**config.mk**
```make
export PLATFORM = sky130hd
export DESIGN_NAME = pgwalk
export DESIGN_NICKNAME = d
export VERILOG_FILES = /design/src/rtl/pgwalk_pkg.sv /design/src/rtl/pgwalk_addr_gen.sv /design/src/rtl/pgwalk_perm.sv /design/src/rtl/pgwalk_wb_merge.sv /design/src/rtl/pgwalk_ctrl.sv /design/src/rtl/pgwalk.sv
export SDC_FILE = /design/constraint.sdc
export NUM_CORES = 1
export LEC_CHECK = 0
export ABC_AREA = 1
export BUFFER_PORTS_ARGS = -buffer_cell sky130_fd_sc_hd__buf_2
export CAP_MARGIN = 20
export CORE_UTILIZATION = 53
export CTS_CLUSTER_DIAMETER = 50
export DETAILED_ROUTE_END_ITERATION = 12
export MAX_ROUTING_LAYER = met4
export PLACE_DENSITY = 0.91
export SKIP_LAST_GASP = 1
export SLEW_MARGIN = 40
export SYNTH_ARGS = -nofsm -noshare
export SYNTH_HDL_FRONTEND = slang
export SYNTH_SLANG_ARGS = --single-unit
```
**constraint.sdc**
```tcl
create_clock -name clk -period 4 [get_ports clk]
set_input_delay 0.2 -clock clk [delete_from_list [all_inputs] [get_ports clk]]
set_output_delay 0.2 -clock clk [all_outputs]
set_load 0.01 [all_outputs]
```
**src/rtl/pgwalk_pkg.sv**
```systemverilog
package pgwalk_pkg;

   localparam int unsigned VA_W      = 32;
   localparam int unsigned ENT_W     = 32;
   localparam int unsigned OFF_W     = 12;
   localparam int unsigned PG_LSB    = 12;
   localparam int unsigned PG_IDX_W  = 6;
   localparam int unsigned SEG_LSB   = 18;
   localparam int unsigned SEG_IDX_W = 6;
   localparam int unsigned REG_LSB   = 24;
   localparam int unsigned REG_IDX_W = 8;
   localparam int unsigned PPN_LSB   = 8;
   localparam int unsigned PPN_W     = ENT_W - PPN_LSB;
   localparam int unsigned PA_W      = PPN_W + OFF_W;
   localparam int unsigned BASE_SH   = 4;

   localparam int unsigned BIT_CACHE = 7;
   localparam int unsigned BIT_MOD   = 6;
   localparam int unsigned BIT_REF   = 5;
   localparam int unsigned ACC_LSB   = 2;
   localparam int unsigned ACC_W     = 3;

   localparam logic [1:0] TAG_INVALID = 2'd0;
   localparam logic [1:0] TAG_DESC    = 2'd1;
   localparam logic [1:0] TAG_LEAF    = 2'd2;
   localparam logic [1:0] TAG_RSVD    = 2'd3;

   typedef enum logic [2:0] {
      WS_IDLE,
      WS_CTX,
      WS_REGION,
      WS_SEGMENT,
      WS_PAGE,
      WS_WRITEBACK,
      WS_DONE,
      WS_FAULT
   } walk_state_e;

   typedef enum logic [2:0] {
      FC_NONE    = 3'd0,
      FC_CTX     = 3'd1,
      FC_REGION  = 3'd2,
      FC_SEGMENT = 3'd3,
      FC_PAGE    = 3'd4,
      FC_PROT    = 3'd5
   } fault_e;

endpackage

```
**src/rtl/pgwalk_addr_gen.sv**
```systemverilog
module pgwalk_addr_gen
   import pgwalk_pkg::*;
#(
   parameter int ADDR_W = 32,
   parameter int CTX_W  = 4
) (
   input  walk_state_e        state,
   input  logic [ADDR_W-1:0]  ctx_ptr,
   input  logic [CTX_W-1:0]   ctx_num,
   input  logic [VA_W-1:0]    va,
   input  logic [ENT_W-1:0]   desc,
   output logic [ADDR_W-1:0]  addr
);

   localparam int CTX_SH   = CTX_W + 2;
   localparam int WIDE_W   = ENT_W + BASE_SH;

   logic [ADDR_W-1:0] ctx_addr;
   logic [ADDR_W-1:0] tbl_base;
   logic [ADDR_W-1:0] idx_off;
   logic [ADDR_W-1:0] ctx_mask;

   if (ADDR_W > WIDE_W) begin : g_bad_addr_w
      $error("pgwalk_addr_gen: ADDR_W exceeds the reach of a descriptor");
   end

   assign ctx_mask = ~ADDR_W'((64'd1 << CTX_SH) - 64'd1);
   assign ctx_addr = (ctx_ptr & ctx_mask) | (ADDR_W'(ctx_num) << 2);
   assign tbl_base = ADDR_W'({desc & ~ENT_W'(3), BASE_SH'(0)});

   always_comb begin
      unique case (state)
         WS_REGION:  idx_off = ADDR_W'(va[REG_LSB +: REG_IDX_W]) << 2;
         WS_SEGMENT: idx_off = ADDR_W'(va[SEG_LSB +: SEG_IDX_W]) << 2;
         default:    idx_off = ADDR_W'(va[PG_LSB  +: PG_IDX_W])  << 2;
      endcase
   end

   assign addr = (state == WS_CTX) ? ctx_addr : (tbl_base | idx_off);

endmodule

```
**src/rtl/pgwalk_perm.sv**
```systemverilog
module pgwalk_perm
   import pgwalk_pkg::*;
#(
   parameter int CODE_W = ACC_W
) (
   input  logic [CODE_W-1:0] acc,
   input  logic              user,
   input  logic              write,
   output logic              allow
);

   logic user_barred;
   logic write_grant;

   if (CODE_W != 3) begin : g_bad_code_w
      $error("pgwalk_perm: access code must be three bits wide");
   end

   // codes 6,7: no user rights at all
   assign user_barred = user & acc[2] & acc[1];
   // odd codes carry write; upper half of the odd codes only for supervisor
   assign write_grant = acc[0] & (~acc[2] | ~user);
   assign allow       = ~user_barred & (~write | write_grant);

endmodule

```
**src/rtl/pgwalk_wb_merge.sv**
```systemverilog
module pgwalk_wb_merge
   import pgwalk_pkg::*;
#(
   parameter bit SKIP_CLEAN_WB = 1'b1
) (
   input  logic [ENT_W-1:0] entry,
   input  logic             write,
   output logic [ENT_W-1:0] merged,
   output logic             need_wb
);

   logic [ENT_W-1:0] set_mask;

   always_comb begin
      set_mask = '0;
      set_mask[BIT_REF] = 1'b1;
      set_mask[BIT_MOD] = write;
   end

   assign merged = entry | set_mask;

   if (SKIP_CLEAN_WB) begin : g_skip_clean
      assign need_wb = (merged != entry);
   end else begin : g_always_wb
      assign need_wb = 1'b1;
   end

endmodule

```
**src/rtl/pgwalk_ctrl.sv**
```systemverilog
module pgwalk_ctrl
   import pgwalk_pkg::*;
(
   input  logic        clk,
   input  logic        rst_n,
   input  logic        req_valid,
   input  logic        mem_ack,
   input  logic [1:0]  ent_tag,
   input  logic        allow,
   input  logic        need_wb,
   output walk_state_e state,
   output fault_e      fault_q
);

   walk_state_e state_d;
   fault_e      fault_d;

   always_comb begin
      state_d = state;
      fault_d = fault_q;
      unique case (state)
         WS_IDLE: begin
            fault_d = FC_NONE;
            if (req_valid) state_d = WS_CTX;
         end
         WS_CTX: if (mem_ack) begin
            if (ent_tag == TAG_DESC) state_d = WS_REGION;
            else begin state_d = WS_FAULT; fault_d = FC_CTX; end
         end
         WS_REGION: if (mem_ack) begin
            if (ent_tag == TAG_DESC) state_d = WS_SEGMENT;
            else begin state_d = WS_FAULT; fault_d = FC_REGION; end
         end
         WS_SEGMENT: if (mem_ack) begin
            if (ent_tag == TAG_DESC) state_d = WS_PAGE;
            else begin state_d = WS_FAULT; fault_d = FC_SEGMENT; end
         end
         WS_PAGE: if (mem_ack) begin
            if (ent_tag != TAG_LEAF) begin
               state_d = WS_FAULT; fault_d = FC_PAGE;
            end else if (!allow) begin
               state_d = WS_FAULT; fault_d = FC_PROT;
            end else if (need_wb) begin
               state_d = WS_WRITEBACK;
            end else begin
               state_d = WS_DONE;
            end
         end
         WS_WRITEBACK: if (mem_ack) state_d = WS_DONE;
         WS_DONE:  state_d = WS_IDLE;
         WS_FAULT: state_d = WS_IDLE;
         default:  state_d = WS_IDLE;
      endcase
   end

   always_ff @(posedge clk) begin
      if (!rst_n) begin
         state   <= WS_IDLE;
         fault_q <= FC_NONE;
      end else begin
         state   <= state_d;
         fault_q <= fault_d;
      end
   end

   // a descriptor level never jumps straight to a result
   a_r3_level_order: assert property (@(posedge clk) disable iff (!rst_n)
      (state == WS_REGION && mem_ack && ent_tag == TAG_DESC) |=> (state == WS_SEGMENT));

endmodule

```
**src/rtl/pgwalk.sv**
```systemverilog
module pgwalk
   import pgwalk_pkg::*;
#(
   parameter int ADDR_W        = 32,
   parameter int CTX_W         = 4,
   parameter bit SKIP_CLEAN_WB = 1'b1
) (
   input  logic               clk,
   input  logic               rst_n,
   input  logic               req_valid,
   input  logic [31:0]        req_va,
   input  logic               req_write,
   input  logic               req_user,
   input  logic [CTX_W-1:0]   ctx_num,
   input  logic [ADDR_W-1:0]  ctx_ptr,
   output logic               busy,
   output logic               done_valid,
   output logic [35:0]        done_pa,
   output logic               done_cacheable,
   output logic               fault_valid,
   output logic [2:0]         fault_code,
   output logic               mem_req,
   output logic               mem_we,
   output logic [ADDR_W-1:0]  mem_addr,
   output logic [31:0]        mem_wdata,
   input  logic               mem_ack,
   input  logic [31:0]        mem_rdata
);

   if (ADDR_W < 16 || ADDR_W > 36) begin : g_bad_addr
      $error("pgwalk: ADDR_W out of range");
   end
   if (CTX_W < 1 || CTX_W > 8) begin : g_bad_ctx
      $error("pgwalk: CTX_W out of range");
   end
   if (PA_W != 36 || VA_W != 32) begin : g_bad_layout
      $error("pgwalk: entry layout does not match port widths");
   end

   walk_state_e         state;
   fault_e              fault_q;
   logic [VA_W-1:0]     va_q;
   logic                wr_q;
   logic                usr_q;
   logic [CTX_W-1:0]    ctx_q;
   logic [ADDR_W-1:0]   ptr_q;
   logic [ENT_W-1:0]    desc_q;
   logic [ENT_W-1:0]    pte_q;
   logic [ENT_W-1:0]    leaf_src;
   logic [ENT_W-1:0]    merged;
   logic                need_wb;
   logic                allow;
   logic                accept;
   logic                in_table;

   assign accept   = (state == WS_IDLE) && req_valid;
   assign in_table = (state == WS_CTX) || (state == WS_REGION) || (state == WS_SEGMENT);
   assign leaf_src = (state == WS_PAGE) ? mem_rdata : pte_q;

   always_ff @(posedge clk) begin
      if (!rst_n) begin
         va_q   <= '0;
         wr_q   <= 1'b0;
         usr_q  <= 1'b0;
         ctx_q  <= '0;
         ptr_q  <= '0;
         desc_q <= '0;
         pte_q  <= '0;
      end else begin
         if (accept) begin
            va_q  <= req_va;
            wr_q  <= req_write;
            usr_q <= req_user;
            ctx_q <= ctx_num;
            ptr_q <= ctx_ptr;
         end
         if (in_table && mem_ack) desc_q <= mem_rdata;
         if (state == WS_PAGE && mem_ack) pte_q <= mem_rdata;
      end
   end

   pgwalk_ctrl u_ctrl (
      .clk       (clk),
      .rst_n     (rst_n),
      .req_valid (req_valid),
      .mem_ack   (mem_ack),
      .ent_tag   (mem_rdata[1:0]),
      .allow     (allow),
      .need_wb   (need_wb),
      .state     (state),
      .fault_q   (fault_q)
   );

   pgwalk_addr_gen #(
      .ADDR_W (ADDR_W),
      .CTX_W  (CTX_W)
   ) u_addr (
      .state   (state),
      .ctx_ptr (ptr_q),
      .ctx_num (ctx_q),
      .va      (va_q),
      .desc    (desc_q),
      .addr    (mem_addr)
   );

   pgwalk_perm u_perm (
      .acc   (leaf_src[ACC_LSB +: ACC_W]),
      .user  (usr_q),
      .write (wr_q),
      .allow (allow)
   );

   pgwalk_wb_merge #(
      .SKIP_CLEAN_WB (SKIP_CLEAN_WB)
   ) u_merge (
      .entry   (leaf_src),
      .write   (wr_q),
      .merged  (merged),
      .need_wb (need_wb)
   );

   assign busy           = (state != WS_IDLE);
   assign mem_req        = in_table || (state == WS_PAGE) || (state == WS_WRITEBACK);
   assign mem_we         = (state == WS_WRITEBACK);
   assign mem_wdata      = mem_we ? merged : '0;
   assign done_valid     = (state == WS_DONE);
   assign fault_valid    = (state == WS_FAULT);
   assign fault_code     = fault_valid ? fault_q : FC_NONE;
   assign done_pa        = done_valid ? {pte_q[PPN_LSB +: PPN_W], va_q[OFF_W-1:0]} : '0;
   assign done_cacheable = done_valid & pte_q[BIT_CACHE];

   a_r11_hold_request: assert property (@(posedge clk) disable iff (!rst_n)
      (mem_req && !mem_ack) |=> (mem_req && $stable(mem_addr) && $stable(mem_we)));

   a_r10_exclusive: assert property (@(posedge clk) disable iff (!rst_n)
      !(done_valid && fault_valid));

   a_r10_pulse_then_idle: assert property (@(posedge clk) disable iff (!rst_n)
      (done_valid || fault_valid) |=> (!busy && !done_valid && !fault_valid));

   a_r1_busy_ends_on_result: assert property (@(posedge clk) disable iff (!rst_n)
      $fell(busy) |-> $past(done_valid || fault_valid));

   a_r8_ref_written: assert property (@(posedge clk) disable iff (!rst_n)
      mem_we |-> (mem_wdata[BIT_REF] && (mem_wdata[BIT_MOD] || !wr_q)));

   a_r6_no_user_on_sup_only: assert property (@(posedge clk) disable iff (!rst_n)
      done_valid |-> !(usr_q && pte_q[ACC_LSB+2] && pte_q[ACC_LSB+1]));

endmodule

```
# ---- Yosys cells after proc, flatten, opt, wreduce, memory -nomap -nowiden
# Index checks and enable logic that the tools add are counted.
dict set report word_totals {
  ram_bits 0
  wordCells 85
  mem_bits_ro 0
  input_bits 106
  output_inout_bits 109
  latchBits 0
  reg_bits 136
  memories 0
}
dict set report op_classes {
  shift 0
  reduce_logical 13
  n_eq_ne 20
  n_mul 0
  muxes 29
  magnitude_cmp 0
  addsub 0
  div_mod_pow 0
  n_bitwise 14
}
# cell n
set ops {}
lappend ops {{$mux W32} 3}
lappend ops {{$mux W3} 20}
lappend ops {{$mux W36} 1}
lappend ops {{$ne A32 B32 Y1} 1}
lappend ops {{$or A32 B10 Y32} 1}
lappend ops {{$or A32 B6 Y32} 1}
lappend ops {{$or A32 B7 Y32} 1}
lappend ops {{$pmux W3 S7} 1}
lappend ops {{$pmux W10 S2} 1}
lappend ops {{$ne A2 B2 Y1 const B} 9}
lappend ops {{$pmux W3 S5} 1}
lappend ops {{$eq A3 B3 Y1 const B} 4}
lappend ops {{$reduce_and A9 Y1} 1}
lappend ops {{$eq A3 B2 Y1 const B} 2}
lappend ops {{$reduce_and A6 Y1} 1}
lappend ops {{$and A1 B1 Y1} 5}
lappend ops {{$reduce_bool A5 Y1} 1}
lappend ops {{$logic_or A1 B1 Y1} 4}
lappend ops {{$mux W2} 2}
lappend ops {{$not A1 Y1} 4}
lappend ops {{$eq A3 B1 Y1 const B} 1}
lappend ops {{$logic_and A1 B1 Y1} 3}
lappend ops {{$logic_not A3 Y1} 1}
lappend ops {{$ne A3 B3 Y1 const B} 1}
lappend ops {{other kinds (5)} 6}

# ---- Depth between registers and ports, before layout
# Gate-level depths: netlist (run 1).
dict set report depth {
  depth_word 11
  mapped_depth 12
  mapped_depth_nobuf 11
}

# ---- Cells and area by module
# From an unflattened synthesis (run 1), not the netlist that was laid out.
dict set report unflattened {
  cells_unflattened 1508
  hier_area_um2 8703.3
}
# module cells_each area_per_inst_um2 seq_area_each_um2 n_inst
set modules_own_cells {}
lappend modules_own_cells {pgwalk 1243 7320.8 2682.6 1}
lappend modules_own_cells {pgwalk_addr_gen 149 659.4 0.0 1}
lappend modules_own_cells {pgwalk_ctrl 74 444.2 120.1 1}
lappend modules_own_cells {pgwalk_wb_merge 36 254.0 0.0 1}
lappend modules_own_cells {pgwalk_perm 6 25.0 0.0 1}

# ---- Least setup slack after synthesis (run 1)
# Ideal clock, no wire load.
dict set report synth_timing {
  path_type {reg2out}
  start {reg u_ctrl.state[2]}
  end {out mem_wdata[2]}
  required_time_ps 3800
  path_stages_with_launch 8
  n_path_buf 3
  t_arrival_ps 1404
  setup_slack_ps 2396
  cell_sequence {dfxtp_1 buf_4 buf_4 inv_2 nor3_4 inv_2 buf_2 a21oi_1}
}
dict set report synth_via {
  elab_cells_between_ends 5
  cone_classes {eq/ne: 2; mux: 2; bitwise: 1}
}
# element line_no
set synth_lines {}
lappend synth_lines {{start, declared} pgwalk_ctrl.sv:11} ;# output walk_state_e state,
lappend synth_lines {{start signal, assigned} pgwalk_ctrl.sv:61} ;# state <= state_d;
lappend synth_lines {{$eq A3 B3 Y1} pgwalk.sv:124} ;# assign mem_we = (state == WS_WRITEBACK);
lappend synth_lines {{named net mem_we} pgwalk.sv:23} ;# output logic mem_we,
lappend synth_lines {{$mux W32} pgwalk.sv:125} ;# assign mem_wdata = mem_we ? merged : '0;
lappend synth_lines {{end, declared} pgwalk.sv:25} ;# output logic [31:0] mem_wdata,
# The timed path passes the listed nets, and every way through them passes these cells.

# ---- Worst setup path after layout (run 1)
dict set report layout_timing {
  start {reg u_ctrl.state[2]}
  end {out mem_addr[12]}
}
dict set report layout_via {
  elab_chain_len 2
}
# element line_no
set layout_rtl {}
lappend layout_rtl {{$eq A3 B1 Y1} pgwalk_addr_gen.sv:39} ;# assign addr = (state == WS_CTX) ? ctx_addr : (tbl_base | idx_off);
lappend layout_rtl {{$mux W32} pgwalk_addr_gen.sv:39}
lappend layout_rtl {{end, declared} pgwalk.sv:24} ;# output logic [ADDR_W-1:0] mem_addr,
# No other way between the ends.

==> results.md, run 1 <==
Logic synthesis:
- The portion of synthesized cell area occupied by the leading cell type is 45.73%.
- The sequential fraction of the synthesis area is 45.73%.
- The total of warnings raised by yosys is 0.
- The cell area that synthesis handed to floorplanning was 5603 sq um.
- Counting flops and latches in the post-synthesis netlist gives 128.
- After synthesis, the netlist uses 27 different library cells.
- The top cell type by total area after synthesis is sky130_fd_sc_hd__dfxtp_1.
- The number of cells produced by synthesis is 788.
- A synthesized cell averages 7.110 sq um.
- In the post-synthesis netlist, the biggest area contributors are sky130_fd_sc_hd__dfxtp_1, sky130_fd_sc_hd__o21ai_0, sky130_fd_sc_hd__a21oi_1.

Setup path:
- The worst endpoint data arrival time is 2610 ps.
- The worst setup path is captured at a primary output.
- The slowest cell on the critical path is sky130_fd_sc_hd__dfxtp_1.
- The kind of launch point of the worst setup path is a flip-flop.
- The register-to-register path setup slack is 1670 ps.
- In this run the critical register-to-register path is launched from u_ctrl.state[2]$_SDFFE_PN0P_.
- The largest stage delay on the critical path is 850 ps.
- The signal on the critical path passes through inv_2 > nand3_2 > buf_4 > nand2_1 > o21ai_0 > buf_2.
- STA puts the critical path data required time at 3800 ps.
- The capture instance of the worst register-to-register path is u_ctrl.state[1]$_SDFFE_PN0P_.
- The depth of the worst register-to-register path is 8.
- In this run the worst path has a maximum fanout of 34.
- By startpoint and endpoint, the worst setup path is classified as flip-flop to primary output.

Clocking:
- After clock tree synthesis, the clock-pin slew on the worst setup and hold paths is 60 ps.
- The H-tree depth reported by CTS is 4.
- The clock latency on the worst-skew pair is 510 ps.
- CTS placed an instance of sky130_fd_sc_hd__clkbuf_8 at the clock tree root.
- The CTS tree is yes.
- TritonCTS created 17 clock buffers.
- The tree built by TritonCTS fans out to 128 sinks.
- The post-CTS resize count is 0.
- The maximum root-to-sink buffer count is 2.

Timing:
- The final worst clock skew is 10.36 ps.
- The count of final hold-check violations was 0.
- Setup repair after global routing left no endpoint under its margin.
- The number of failing setup endpoints in the final timing report is 0.
- In this run the tightest slew margin relative to its limit is 45.73%.
- The setup total negative slack is 0 ps.
- The actual slew at the worst max-slew pin is 812.9 ps.
- The number of pins with negative max-slew slack in the final report is 0.
- Setup slack closes at 1189 ps.
- The final critical path time including I/O delays and setup is 2811 ps.
- The final worst-path cycle share is 70.27%.
- The maximum operating frequency is 355.8 MHz.

Die:
- The number of placed I/O pins is 215.
- The floorplan has 37 rows.
- The height of the chip is 104.8 um.
- The initial core utilization is 54.52%.
- From left edge to right edge, the die measures 104.8 um.
- The die covers 10990 sq um.
- The region available for standard cell placement spans 10280 sq um.

Global route:
- The initial antenna violation count is 1.
- After global routing the overflow that remains totals 0.
- The busiest metal layer after global routing is met2.
- Global routing used 38.16% of the available met1 tracks.
- The met2 routing resource usage after global routing is 57.00%.
- For met3 alone, demand over resource in global routing was 7.299%.
- The first-pass GRT wire length is 28.79 mm.
- Global routing consumed, over all layers together, 34.20% of the routing resources.
- The via count of the first global-routing pass is 5929.
- Entering global routing, the biggest net connects 127 pins.

Placement:
- At the placement stage, the worst setup path has a slack of 1737 ps.
- The instance count after placement with tap cells included is 1081.
- Summed over all nets, the half-perimeter wirelength after detailed placement is 10.00 mm.
- The count of buffers from port buffering is 206.
- The final weighted congestion in routability-driven placement is 0.8905.

Status:
- The run finished with clean final reports.

Worst hold path:
- The beginning of the worst hold path is req_va[19].
- The class of the most critical hold timing path is primary input to flip-flop.
- The worst hold path was traced through 3 stages.
- The end point of the most critical hold path is va_q[19]$_SDFFE_PN0P_.

Power and ir drop:
- In this run the static leakage power is 0.003684 uW.
- Power spread over the standard cell area amounts to 645.7 nW/um^2.
- The maximum ir drop on the vdd rail is 0.0003674 V.

Drt:
- For this run, design rule violations remaining after detail routing come to 0.
- The detailed router finished its first iteration with 506 violations.
- After detailed routing, the average wire length per cell comes to 15.35 um.
- The remaining number of nets flagged by the antenna check after routing is 0.
- Summed over all layers, the routed wires come to 18.43 mm.
- The number of detailed-route iterations in the first pass is 6.
- After detailed routing, the number of vias per cell comes to 5.321.
- The total via count after detailed routing is 6391.

Final layout:
- Cells with a size suffix above 1 make up 24.81% of the layout.
- The number of nets at the end of the flow is 1158.
- The area growth from synthesis to layout is 44.39%.
- The final cell count without fillers is 1201.

Run:
- The max capacitance violation total is 0.
==> logic make-up after synthesis <==
| family | synth area share (%) |
|---|---|
| AND/OR/NAND/NOR | 16.48 |
| AO/OA/AOI/OAI | 24.94 |
| flip-flops | 45.73 |
| buffers and inverters | 12.77 |
| other | 0.06693 |
==> per-stage QoR <==
| stage | hold slack [ps] | power [uW] | area (sq um) | utilization (%) |
|---|---|---|---|---|
| 2_1_floorplan | 334.9 | 2986 | 5607 | - |
| 6_report | 8.104 | 5224 | 8090 | 78.72 |
| 5_1_grt | 23.65 | 5506 | 8090 | 78.72 |
| 3_3_place_gp | 433.6 | 3331 | 6546 | 63.70 |
| 3_5_place_dp | 438.8 | 3392 | 6568 | 63.90 |
| 4_1_cts | 0.7543 | 5126 | 8088 | 78.69 |
==> power by group <==
part	total [uW]	switching [uW]	internal, uW	leakage, uW
Clock	1670	582	1090	0.000311
Combinational	1760	1170	583	0.00232
Sequential	1790	177	1620	0.00105
==> worst max-delay path, delay by kind of cell, from the launching register on <==
kind / cells / cell delay [ps]
buffers and inverters: 3 / 690
AND/OR/NAND/NOR: 2 / 450
AO/OA/AOI/OAI: 1 / 110
flip-flops: 1 / 850
==> layer usage <==
metal  vias to the layer above  part of all wire (%)  routed length, um
li1                       3062                     -                  -
met1                      2879                    40               7342
met2                       360                    49               8956
met3                        90                   6.8               1248
met4                         0                   4.8                883
met5                         -                     0                  0
==> cells in the mapped netlist <==
master / instances
sky130_fd_sc_hd__nand2_1: 48
sky130_fd_sc_hd__a211oi_1: 2
sky130_fd_sc_hd__dfxtp_1: 128
sky130_fd_sc_hd__buf_2: 10
sky130_fd_sc_hd__clkbuf_1: 31
sky130_fd_sc_hd__nor3_4: 2
sky130_fd_sc_hd__buf_4: 6
sky130_fd_sc_hd__inv_2: 8
sky130_fd_sc_hd__inv_1: 107
sky130_fd_sc_hd__a21oi_2: 1
sky130_fd_sc_hd__buf_6: 6
sky130_fd_sc_hd__conb_1: 1
sky130_fd_sc_hd__o21ai_0: 146
sky130_fd_sc_hd__nand2_4: 2
sky130_fd_sc_hd__nor3_1: 3
sky130_fd_sc_hd__nor2_8: 1
sky130_fd_sc_hd__nor2_1: 137
sky130_fd_sc_hd__nand2_2: 4
sky130_fd_sc_hd__nor4_1: 1
sky130_fd_sc_hd__nor2_4: 2
sky130_fd_sc_hd__nand3_1: 15
sky130_fd_sc_hd__nand3_2: 1
sky130_fd_sc_hd__o21ai_2: 2
sky130_fd_sc_hd__o21ai_1: 6
sky130_fd_sc_hd__clkbuf_2: 1
sky130_fd_sc_hd__a21oi_1: 109
sky130_fd_sc_hd__o22ai_1: 8
==> cell type report <==
| cell class | instances | area, sq um |
|---|---|---|
| Antenna cell | 1 | 2.502 |
| Clock buffer | 18 | 427.9 |
| Clock inverter | 13 | 211.5 |
| Fill cell | 682 | 2187 |
| Inverter | 115 | 431.7 |
| Multi-Input combinational cell | 492 | 2342 |
| Sequential cell | 128 | 2562 |
| Tap cell | 136 | 170.2 |
| Timing Repair Buffer | 298 | 1942 |
==> repair_timing <==
action | in CTS | in global routing
hold buffers | 88 | 0
hold endpoints to repair | 99 | 0
buffers inserted | 0 | 0
==> worst max-delay path by stage <==
| stage | startpoint | end | slack (ps) | cells past startpoint |
|---|---|---|---|---|
| 5_1_grt | u_ctrl.state[2]$_SDFFE_PN0P_ | mem_addr[7] | 990 | 6 |
| 2_1_floorplan | u_ctrl.state[2]$_SDFFE_PN0P_ | mem_wdata[2] | 2400 | 7 |
| 3_5_place_dp | u_ctrl.state[2]$_SDFFE_PN0P_ | u_ctrl.state[1]$_SDFFE_PN0P_ | 1740 | 8 |
| 6_report | u_ctrl.state[2]$_SDFFE_PN0P_ | mem_addr[12] | 1190 | 6 |
| 4_1_cts | u_ctrl.state[2]$_SDFFE_PN0P_ | mem_addr[12] | 1260 | 6 |
| 3_3_place_gp | u_ctrl.state[2]$_SDFFE_PN0P_ | pte_q[21]$_SDFFE_PN0P_ | 1730 | 5 |
==> layout by cell type (no fill, tap or decap), drive strengths merged, types with 2 or more instances in the layout <==
cell type / n
buf: 210
o21ai: 154
nor2: 140
dfxtp: 128
inv: 116
a21oi: 110
dlygate4sd3: 88
nand2: 54
clkbuf: 18
nand3: 16
o22ai: 8
clkinv: 6
bufinv: 5
nor3: 5
a211oi: 2
conb: 2
==> registers in the layout (all words and copies together) (netlist names) <==
signal / count
u_ctrl.state: 3
va_q: 32
wr_q: 1
ctx_q: 4
desc_q: 26
usr_q: 1
pte_q: 32
ptr_q: 26
u_ctrl.fault_q: 3
(Power assumes the default switching activity.)
==> run 2: changes to the inputs <==
--- a/config.mk
+++ b/config.mk
@@ -5,14 +5,14 @@
 export SDC_FILE = /design/constraint.sdc
 export NUM_CORES = 1
 export LEC_CHECK = 0
-export ABC_AREA = 1
+export ABC_AREA = 0
 export BUFFER_PORTS_ARGS = -buffer_cell sky130_fd_sc_hd__buf_2
 export CAP_MARGIN = 20
-export CORE_UTILIZATION = 53
+export CORE_UTILIZATION = 45
 export CTS_CLUSTER_DIAMETER = 50
 export DETAILED_ROUTE_END_ITERATION = 12
 export MAX_ROUTING_LAYER = met4
-export PLACE_DENSITY = 0.91
+export PLACE_DENSITY = 0.81
 export SKIP_LAST_GASP = 1
 export SLEW_MARGIN = 40
 export SYNTH_ARGS = -nofsm -noshare
==> constraint.sdc (replaced) <==
create_clock -name clk -period 2.25 [get_ports clk]
set_input_delay 0.1125 -clock clk [delete_from_list [all_inputs] [get_ports clk]]
set_output_delay 0.1125 -clock clk [all_outputs]
set_load 0.01 [all_outputs]
==> run 2 against run 1 <==
Critical path depth unchanged. Clock skew about the same. Total power up 26%. Non-clock buffer count up 26. Via count up 2.9%. Setup slack worse by 1100 ps. Final area up 9.7%. Sequential power up 40%. Synthesized area up 9.2%. Routed wire length up 6.5%. First-iteration DRC count up 6.9%. Critical endpoint is now mem_addr[7]. Highest routed layer unchanged.
==> results.md, run 2 <==
Timing:
- Setup repair after global routing missed its margin: no (unchanged).
- The number of failing setup endpoints in the final timing report is 0 (unchanged).
- The number of pins with negative max-slew slack in the final report is 0 (unchanged).
- The normalized max-slew margin was 53.40% (was 45.73%).
- The actual slew at the worst max-slew pin is 699.0 ps (was 812.9 ps).
- For the finished layout, the period the worst path requires is 2128 ps.
- The final worst-path cycle share is 94.56%.
- The count of final hold-check violations is 0 (unchanged).
- The final worst clock skew is 10.70 ps (was 10.36 ps).
- The setup total negative slack is 0 ps (unchanged).
- The maximum operating frequency is 470.0 MHz.

Logic synthesis:
- The sequential fraction of the synthesis area came to 41.90% (was 45.73%).
- The number of register bits inferred by synthesis came to 128 (unchanged).
- The async set or reset register ratio after synthesis is 0% (unchanged).
- The number of cells produced by synthesis is 808 (was 788).
- The post-synthesis cell type count is 48 (was 27).
- The dominant cell by count in the synthesized netlist is sky130_fd_sc_hd__nand2_1 (was sky130_fd_sc_hd__o21ai_0).
- The total of warnings raised by yosys is 0 (unchanged).
- Largest cells by area after synthesis: sky130_fd_sc_hd__dfxtp_1, sky130_fd_sc_hd__nand2_1, sky130_fd_sc_hd__a21boi_1 (was sky130_fd_sc_hd__dfxtp_1, sky130_fd_sc_hd__o21ai_0, sky130_fd_sc_hd__a21oi_1).
- The portion of synthesized cell area occupied by the leading cell type is 41.90% (was 45.73%).
- Commonest cells in the synthesized netlist: sky130_fd_sc_hd__nand2_1, sky130_fd_sc_hd__dfxtp_1, sky130_fd_sc_hd__a21boi_1 (was sky130_fd_sc_hd__o21ai_0, sky130_fd_sc_hd__nor2_1, sky130_fd_sc_hd__dfxtp_1).
- The top cell type by total area after synthesis is sky130_fd_sc_hd__dfxtp_1 (unchanged).
- The average footprint of a synthesized cell is 7.569 sq um (was 7.110 sq um).
- The number of enable flip-flop cells after synthesis is 0 (unchanged).
- The most used flip-flop cell after synthesis is sky130_fd_sc_hd__dfxtp_1 (unchanged).
- The area of the mapped netlist was 6116 sq um (was 5603 sq um).

Drt:
- The total via count after detailed routing was 6575 (was 6391).
- The number of detailed-route iterations in the first pass is 5 (was 6).
- The number of vias per cell was 5.153 (was 5.321).
- The violation count after the first detailed-route iteration is 541 (was 506).
- The per-cell routed wire length is 15.38 um (was 15.35 um).
- The remaining number of nets flagged by the antenna check after routing is 0 (unchanged).
- The final routed wirelength across all metal layers is 19.63 mm (was 18.43 mm).
- The final routed DRC violation total is 0 (unchanged).

Placement:
- The final weighted congestion in routability-driven placement is 0.8777 (was 0.8905).
- The post-DP HPWL is 11.80 mm (was 10.00 mm).
- The count of buffers from port buffering came to 206 (unchanged).
- The cell area after placement is 7243 sq um (was 6568 sq um).

Power and ir drop:
- The static leakage power was 0.004110 uW (was 0.003684 uW).
- The power density normalized to cell area is 739.3 nW/um^2 (was 645.7 nW/um^2).
- The post-route total power came to 6562 uW (was 5224 uW).
- The maximum ir drop on the vdd rail is 0.0005369 V (was 0.0003674 V).

Setup path:
- The kind of launch point of the worst setup path is a flip-flop (unchanged).
- The register-to-register path setup slack is 480 ps (was 1670 ps).
- The largest stage delay on the critical path was 460 ps (was 850 ps).
- The slowest cell on the critical path is sky130_fd_sc_hd__dfxtp_2 (was sky130_fd_sc_hd__dfxtp_1).
- The worst-path maximum fanout is 24 (was 34).
- The depth of the worst register-to-register path was 5 (was 8).
- The data required time of the critical path is 2140 ps (was 3800 ps).
- The nature of the critical path endpoint is a primary output (unchanged).
- Cells traversed along the worst timing path: nand2b_1 > nor2_2 > buf_4 > nor2_1 > a21oi_1 > buf_2 (was inv_2 > nand3_2 > buf_4 > nand2_1 > o21ai_0 > buf_2).
- The reg-to-reg startpoint is u_ctrl.state[2]$_SDFFE_PN0P_ (unchanged).
- The capture instance of the worst register-to-register path is u_ctrl.state[0]$_SDFFE_PN0P_ (was u_ctrl.state[1]$_SDFFE_PN0P_).
- The type of the setup path with the least slack is flip-flop to primary output (unchanged).
- The worst endpoint data arrival time is 2020 ps (was 2610 ps).

Final layout:
- Largest registers: pte_q x32, va_q x32 (unchanged).
- The total non-filler cell area in the finished layout is 8876 sq um (was 8090 sq um).
- The area growth from synthesis to layout came to 45.13% (was 44.39%).
- Most frequent cells in the layout: sky130_fd_sc_hd__nand2_1, sky130_fd_sc_hd__buf_2, sky130_fd_sc_hd__dfxtp_1 (was sky130_fd_sc_hd__buf_2, sky130_fd_sc_hd__o21ai_0, sky130_fd_sc_hd__nor2_1).
- The fraction of final layout cells sized beyond drive strength 1 came to 25.18% (was 24.81%).
- The number of nets at the end of the flow is 1193 (was 1158).
- The diode insertion count for antenna repair is 0 (was 1).
- The layout filler cell count came to 1057 (was 682).
- The most common cell after layout, fill and taps aside is sky130_fd_sc_hd__nand2_1 (was sky130_fd_sc_hd__buf_2).

Die:
- The initial core utilization is 46.18% (was 54.52%).
- The number of core rows is 42 (was 37).
- The die outline area is 14060 sq um (was 10990 sq um).
- The number of placed I/O pins came to 215 (unchanged).
- The height of the chip was 118.6 um (was 104.8 um).
- The placeable core area is 13240 sq um (was 10280 sq um).
- The die outline width is 118.6 um (was 104.8 um).

Clocking:
- The CTS tree is yes (unchanged).
- The number of buffers inserted during clock tree synthesis is 17 (unchanged).
- The H-tree depth reported by CTS was 4 (unchanged).
- The total clock sinks is 128 (unchanged).
- The maximum root-to-sink buffer count is 2 (unchanged).
- The clock latency on the worst-skew pair is 420 ps (was 510 ps).
- The master cell of the clock root buffer was sky130_fd_sc_hd__clkbuf_16 (was sky130_fd_sc_hd__clkbuf_8).
- The CTS clock-pin slew for the worst setup and hold paths came to 50 ps (was 60 ps).

Global route:
- The overall fraction of global-route tracks in use was 28.53% (was 34.20%).
- The aggregate global routing overflow is 0 (unchanged).
- The first-pass GRT wire length was 30.57 mm (was 28.79 mm).
- The via count of the first global-routing pass was 6350 (was 5929).
- The initial antenna violation count is 0 (was 1).
- The maximum number of pins on one net before global-route repair is 79 (was 127).

Run:
- The max capacitance violation total is 0 (unchanged).

Worst hold path:
- The cell count of the worst hold path is 3 (unchanged).
- The end point of the most critical hold path is u_ctrl.fault_q[2]$_SDFFE_PN0P_ (was va_q[19]$_SDFFE_PN0P_).
- The beginning of the worst hold path is mem_ack (was req_va[19]).
- The class of the most critical hold timing path is primary input to flip-flop (unchanged).

Status:
- Status: complete, no violations (unchanged).
## run 2: layer usage
metal / wire length, um / global-route usage, %
met2: 9769 / 50.33
met1: 7774 / 30.20
met3: 1436 / 6.033
met5: 0 / -
met4: 646 / 13.84
## run 2: report_power, final
group          switching, uW  leakage, uW  total [uW]  internal (uW)
logic                    595      0.00276        1060            470
clock network           1050     0.000310        3000           1950
registers               91.4      0.00104        2500           2410
total                   1730      0.00411        6560           4830
## run 2: area by class of cell
class | instances | area [sq um] | share of cell area [%]
clock inverters | 11 | 178.9 | 2.016
inverters | 5 | 22.52 | 0.2537
flip-flops and latches | 128 | 2566 | 28.91
well taps | 176 | 220.2 | 2.481
multi-input cells | 611 | 3208 | 36.14
clock buffers | 21 | 470.5 | 5.300
repair buffers | 324 | 2210 | 24.89
## run 2: worst max-delay path: cells and delay by family (launching register included)
kind	cells	cell delay (ps)
and+or+nand+nor	3	520
DFF	1	460
buffers and inverters	2	450
AOI/OAI and AO/OA	1	170
## run 2: through the flow
stage | hold slack (ps) | setup slack, ps | util (%) | instances
final | 81.98 | 122.4 | 67.03 | 1276
after global routing | 110.4 | 47.61 | 67.03 | 1276
after CTS | 65.61 | 61.00 | 66.87 | 1274
after detailed placement | 357.5 | 432.3 | 54.70 | 1146
after global placement | 352.4 | 406.6 | 54.70 | 1146
after floorplan | 247.3 | 791.5 | - | 809
## run 2: worst max-delay path by stage
stage	slack [ps]	start	endpoint
floorplan	790	u_ctrl.state[0]$_SDFFE_PN0P_	u_ctrl.fault_q[0]$_SDFFE_PN0P_
global placement	410	u_ctrl.state[2]$_SDFFE_PN0P_	u_ctrl.state[1]$_SDFFE_PN0P_
detailed placement	430	u_ctrl.state[2]$_SDFFE_PN0P_	u_ctrl.state[1]$_SDFFE_PN0P_
CTS	60	u_ctrl.state[1]$_SDFFE_PN0P_	done_pa[12]
global route	50	u_ctrl.state[0]$_SDFFE_PN0P_	mem_addr[7]
finish	120	u_ctrl.state[0]$_SDFFE_PN0P_	mem_addr[7]
## run 2: logic make-up after synthesis
| kind of cell | share of synthesized area [%] |
|---|---|
| mux | 1.718 |
| other cells | 0.06132 |
| compound gates | 19.64 |
| fa+ha+maj | 0.1637 |
| simple gates | 30.67 |
| buf+inv | 5.851 |
| flops | 41.90 |
## run 2: what timing repair did
| action | in CTS | in global routing |
|---|---|---|
| pin swaps | 0 | 0 |
| hold endpoints to repair | 122 | 0 |
| gates resized for setup | 1 | 3 |
| hold buffers | 96 | 0 |
| setup endpoints to repair | 1 | 25 |
| setup buffers | 0 | 2 |
